## config.mk

```make
export PLATFORM = sky130hd
export DESIGN_NAME = aging_lru
export DESIGN_NICKNAME = d
export VERILOG_FILES = /design/src/rtl/aging_lru.sv
export SDC_FILE = /design/constraint.sdc
export NUM_CORES = 1
export LEC_CHECK = 0
export CORE_AREA = 2 2 147 149
export DETAILED_ROUTE_END_ITERATION = 10
export DIE_AREA = 0 0 149 151
export RECOVER_POWER = 100
export REMOVE_ABC_BUFFERS = 1
export SYNTH_ARGS = -nofsm -noshare
export SYNTH_HDL_FRONTEND = slang
export SYNTH_SLANG_ARGS = --single-unit
```

## constraint.sdc

```tcl
create_clock -name clk -period 15 [get_ports clk]
set_input_delay 1.5 -clock clk [delete_from_list [all_inputs] [get_ports clk]]
set_output_delay 1.5 -clock clk [all_outputs]
set_load 0.05 [all_outputs]
```

## src/rtl/aging_lru.sv

```systemverilog
module aging_lru #(
  parameter int N     = 8,
  parameter int AGE_W = 8,
  parameter int PER_W = 16,
  localparam int IDX_W = (N > 1) ? $clog2(N) : 1
) (
  input  logic             clk,
  input  logic             rst_n,
  input  logic             acc_valid,
  input  logic [IDX_W-1:0] acc_idx,
  input  logic [PER_W-1:0] period,
  input  logic             vic_req,
  output logic [IDX_W-1:0] vic_idx,
  output logic [AGE_W-1:0] vic_age,
  output logic             vic_valid,
  output logic             sweep_busy
);

  localparam logic [IDX_W-1:0] LAST = IDX_W'(N - 1);

  logic [N-1:0][AGE_W-1:0] age_q;
  logic [N-1:0]            ref_q, ref_d;
  logic [PER_W-1:0]        tmr_q;
  logic [IDX_W-1:0]        ptr_q;
  logic                    busy_q, pend_q;
  logic                    tick, start, samp;
  logic [AGE_W-1:0]        best_age;
  logic [IDX_W-1:0]        best_idx;

  assign tick  = (period != '0) && (tmr_q >= period - PER_W'(1));
  assign start = !busy_q && (tick || pend_q);
  assign samp  = ref_q[ptr_q] | (acc_valid && acc_idx == ptr_q);
  assign sweep_busy = busy_q;

  always_ff @(posedge clk) begin
    if (!rst_n)                          tmr_q <= '0;
    else if (period == '0 || tick)       tmr_q <= '0;
    else                                 tmr_q <= tmr_q + PER_W'(1);
  end

  always_ff @(posedge clk) begin
    if (!rst_n)                 pend_q <= 1'b0;
    else if (busy_q && tick)    pend_q <= 1'b1;
    else if (start)             pend_q <= 1'b0;
  end

  always_ff @(posedge clk) begin
    if (!rst_n) begin
      busy_q <= 1'b0;
      ptr_q  <= '0;
    end else if (start) begin
      busy_q <= 1'b1;
      ptr_q  <= '0;
    end else if (busy_q) begin
      busy_q <= (ptr_q != LAST);
      ptr_q  <= (ptr_q == LAST) ? '0 : ptr_q + IDX_W'(1);
    end
  end

  always_comb begin
    ref_d = ref_q;
    if (acc_valid) ref_d[acc_idx] = 1'b1;
    if (busy_q)    ref_d[ptr_q]   = 1'b0;
  end

  always_ff @(posedge clk) begin
    if (!rst_n) ref_q <= '0;
    else        ref_q <= ref_d;
  end

  always_ff @(posedge clk) begin
    if (!rst_n)      age_q <= '0;
    else if (busy_q) age_q[ptr_q] <= {samp, age_q[ptr_q][AGE_W-1:1]};
  end

  always_comb begin
    best_age = '1;
    best_idx = '0;
    for (int i = 0; i < N; i++) begin
      if (age_q[i] < best_age) begin
        best_age = age_q[i];
        best_idx = IDX_W'(i);
      end
    end
  end

  always_ff @(posedge clk) begin
    if (!rst_n) begin
      vic_valid <= 1'b0;
      vic_idx   <= '0;
      vic_age   <= '0;
    end else begin
      vic_valid <= vic_req;
      if (vic_req) begin
        vic_idx <= best_idx;
        vic_age <= best_age;
      end
    end
  end

  // ages hold outside a sweep
  a_r8_age_hold: assert property (@(posedge clk) disable iff (!rst_n)
    !sweep_busy |=> $stable(age_q));

  // the visited entry keeps its upper bits shifted down
  a_r3_shift: assert property (@(posedge clk) disable iff (!rst_n)
    sweep_busy |=> age_q[$past(ptr_q)][AGE_W-2:0] == $past(age_q[ptr_q][AGE_W-1:1]));

  // the visited entry's flag is cleared
  a_r4_ref_clear: assert property (@(posedge clk) disable iff (!rst_n)
    sweep_busy |=> !ref_q[$past(ptr_q)]);

  // result valid exactly one cycle after the query
  a_r7_valid_hi: assert property (@(posedge clk) disable iff (!rst_n)
    vic_req |=> vic_valid);
  a_r7_valid_lo: assert property (@(posedge clk) disable iff (!rst_n)
    !vic_req |=> !vic_valid);

  // a sweep always finishes on the last entry
  a_r2_sweep_end: assert property (@(posedge clk) disable iff (!rst_n)
    $fell(sweep_busy) |-> $past(ptr_q) == LAST);

  // the reported age never exceeds any entry's age
  for (genvar g = 0; g < N; g++) begin : g_min_chk
    a_r7_min: assert property (@(posedge clk) disable iff (!rst_n)
      vic_req |=> vic_age <= $past(age_q[g]));
  end

endmodule

```

==> impl_metrics.json <==
{
  "coreArea_mm2": 0.0208,
  "dr.first_iter.drc_count": 413,
  "register_area_mm2": 0.00210,
  "synth_top_cell_by_area": "dfxtp_1",
  "crit_fanout": 23,
  "max_slew_margin_pct": -36.6,
  "critical_path.max_stage_delay_ns": 0.56,
  "worst_setup_path_end_kind": "register",
  "ys_warn_count": 0,
  "route.detailed.drc": 0,
  "required_ns": 15.21,
  "die_w_um": 149,
  "crit_family": "compound AO/OA/AOI/OAI gates",
  "clock_skew_ns": 0.00982,
  "syn_area_mm2": 0.00720,
  "postCtsHoldBufs": 0,
  "leakage_nw": 3.63,
  "vias_per_cell": 5.35,
  "cts_tree": "built",
  "synth_edf_count": 0,
  "cts.sinks": 105,
  "worstSetupPathType": "reg -> reg",
  "crit_path_top_delay_cell": "a21o_1",
  "startpoint_type": "register",
  "cts_buffers": 9,
  "start_util_pct": 34.6,
  "cts_buffer_depth": 2,
  "slew_viol_final": 42,
  "status": "finished with violations",
  "synth_commonest_cells": "105 x dfxtp_1, 104 x nand2_1, 58 x ha_1, 58 x nor2_1, 46 x o21ai_0",
  "overflow": 0,
  "place_ws_ns": 1.61,
  "place_congestion": 0.834,
  "yosysTopAreaCellShare_pct": 29.2,
  "htree_levels": 3,
  "grt_pass1_vias": 5606,
  "setup-tns-final_ns": 0,
  "worstSkewPairLatency_ns": 0.36,
  "path_buf_inv": 5,
  "maxCapViolations": 2,
  "die_area_mm2": 0.0225,
  "dp_hpwl_mm": 13.2,
  "wl_per_cell_um": 16.1,
  "port_buffers": 35,
  "first_pass_iters": 5,
  "post-cts-setup-buffer-count": 0,
  "crit_top_cell": "ha_1",
  "synth_ff_type": "dfxtp_1",
  "synth_cell_types": 77,
  "ys_ff_latch": 105,
  "yosysMostFrequentCell": "dfxtp_1",
  "finalCritPeriodShare_pct": 89.6,
  "synth_cells": 827,
  "cts_resized": 0,
  "clk_pin_slew_ns": 0.08,
  "pin_count": 36,
  "drive_above_1_share_pct": 7.21,
  "violations": "capacitance limit, slew limit",
  "hp-class": "reg -> reg",
  "max_freq_mhz": 74.4,
  "num_rows": 53,
  "diodes": 0,
  "root_buffer": "clkbuf_16",
  "nFillCells": 2140,
  "syn2layout_area_growth_pct": 11.9,
  "synth-seq-area-share_pct": 29.2,
  "hold_violations": 0,
  "multi_input_area_mm2": 0.00475,
  "vias": 5996,
  "ir_drop_v": 0.0000415,
  "ant_nets": 0,
  "syn_avg_cell_area_um2": 8.70,
  "tightest_slew_ns": 2.03,
  "utilization_pct": 38.7,
  "arrival_ns": 13.65,
  "setup_ws_ns": 1.56,
  "setup_viol": 0,
  "synthArstFlopShare_pct": 0,
  "grt_pass1_wl_mm": 29.6,
  "routed_wl_mm": 18.0,
  "grt_max_degree": 76,
  "grt.total_usage_pct": 16.5,
  "grt_antenna_before_repair": 0,
  "final_nets": 922,
  "min_period_ns": 13.44,
  "rsz0062_at_grt": "no",
  "ys_top_cells_by_area": "dfxtp_1 29%, ha_1 10%, o211a_1 6.0%",
  "die_h_um": 151,
  "powerDensity_mw_per_mm2": 71.8
}
==> registers in the layout (all words and copies together) (netlist names) <==
name	count
ptr_q	3
sweep_busy	1
vic_valid	1
pend_q	1
tmr_q	16
vic_age	8
ref_q	8
age_q	64
vic_idx	3
==> cell type report <==
cell class,count,share of cell area (%)
Multi-Input combinational cell,638,59.0
Sequential cell,105,26.1
Timing Repair Buffer,41,4.76
Tap cell,275,4.27
Clock buffer,11,3.01
Inverter,46,2.14
Clock inverter,5,0.746
==> report_power, final <==
group | total [mW] | switching (mW) | leakage, nW | internal, mW
clock network | 0.249 | 0.114 | 0.147 | 0.135
registers | 0.284 | 0.00206 | 0.849 | 0.282
logic | 0.0444 | 0.0263 | 2.64 | 0.0181
total | 0.578 | 0.143 | 3.63 | 0.435
==> cells by family after synthesis <==
kind of cell | Yosys count | share of synthesized area [%]
xor+xnor | 30 | 3.76
fa+ha+maj | 58 | 10.1
compound gates | 238 | 25.2
simple gates | 266 | 17.6
buf+inv | 84 | 4.66
mux | 46 | 9.44
flops | 105 | 29.2
==> metal layers <==
| layer | wire [µm] | global-route usage [%] |
|---|---|---|
| met2 | 8180 | 26.6 |
| met1 | 9090 | 23.3 |
| met5 | 0 | 0 |
| met4 | 280 | 4.76 |
| met3 | 464 | 1.81 |
==> layout by cell type (no fill, tap or decap), types with 17 or more instances in the layout <==
cell type        Yosys  final
clkdlybuf4s50_1      0     17
a21oi_1             31     31
dfxtp_1            105    105
a21o_1              23     23
ha_1                58     58
mux2i_1             26     26
nor2_1              58     58
dlygate4sd3_1        0     17
inv_1               45     45
o211a_1             43     43
o21ai_0             46     47
nand2_1            104    104
==> worst paths after layout <==
| path | from | end | slack, ns | cells after the start |
|---|---|---|---|---|
| min reg2reg | ref_q[6]$_SDFF_PN0_ | ref_q[6]$_SDFF_PN0_ | 0.46 | 1 |
| max reg2reg | age_q[7]$_SDFFE_PN0P_ | vic_age[3]$_SDFFE_PN0P_ | 1.56 | 63 |
| min | ref_q[6]$_SDFF_PN0_ | ref_q[6]$_SDFF_PN0_ | 0.46 | 1 |
| max | age_q[7]$_SDFFE_PN0P_ | vic_age[3]$_SDFFE_PN0P_ | 1.56 | 63 |
==> through the flow <==
stage                     power [mW]  std cells  area (µm²)  hold WS (ns)
after floorplan                0.316        789        7030         0.417
after global placement         0.336       1105        7770         0.447
after detailed placement       0.336       1105        7770         0.450
after CTS                      0.584       1121        8080         0.467
after global routing           0.601       1121        8050         0.505
final                          0.578       1121        8050         0.465
(Power assumes the default switching activity.)
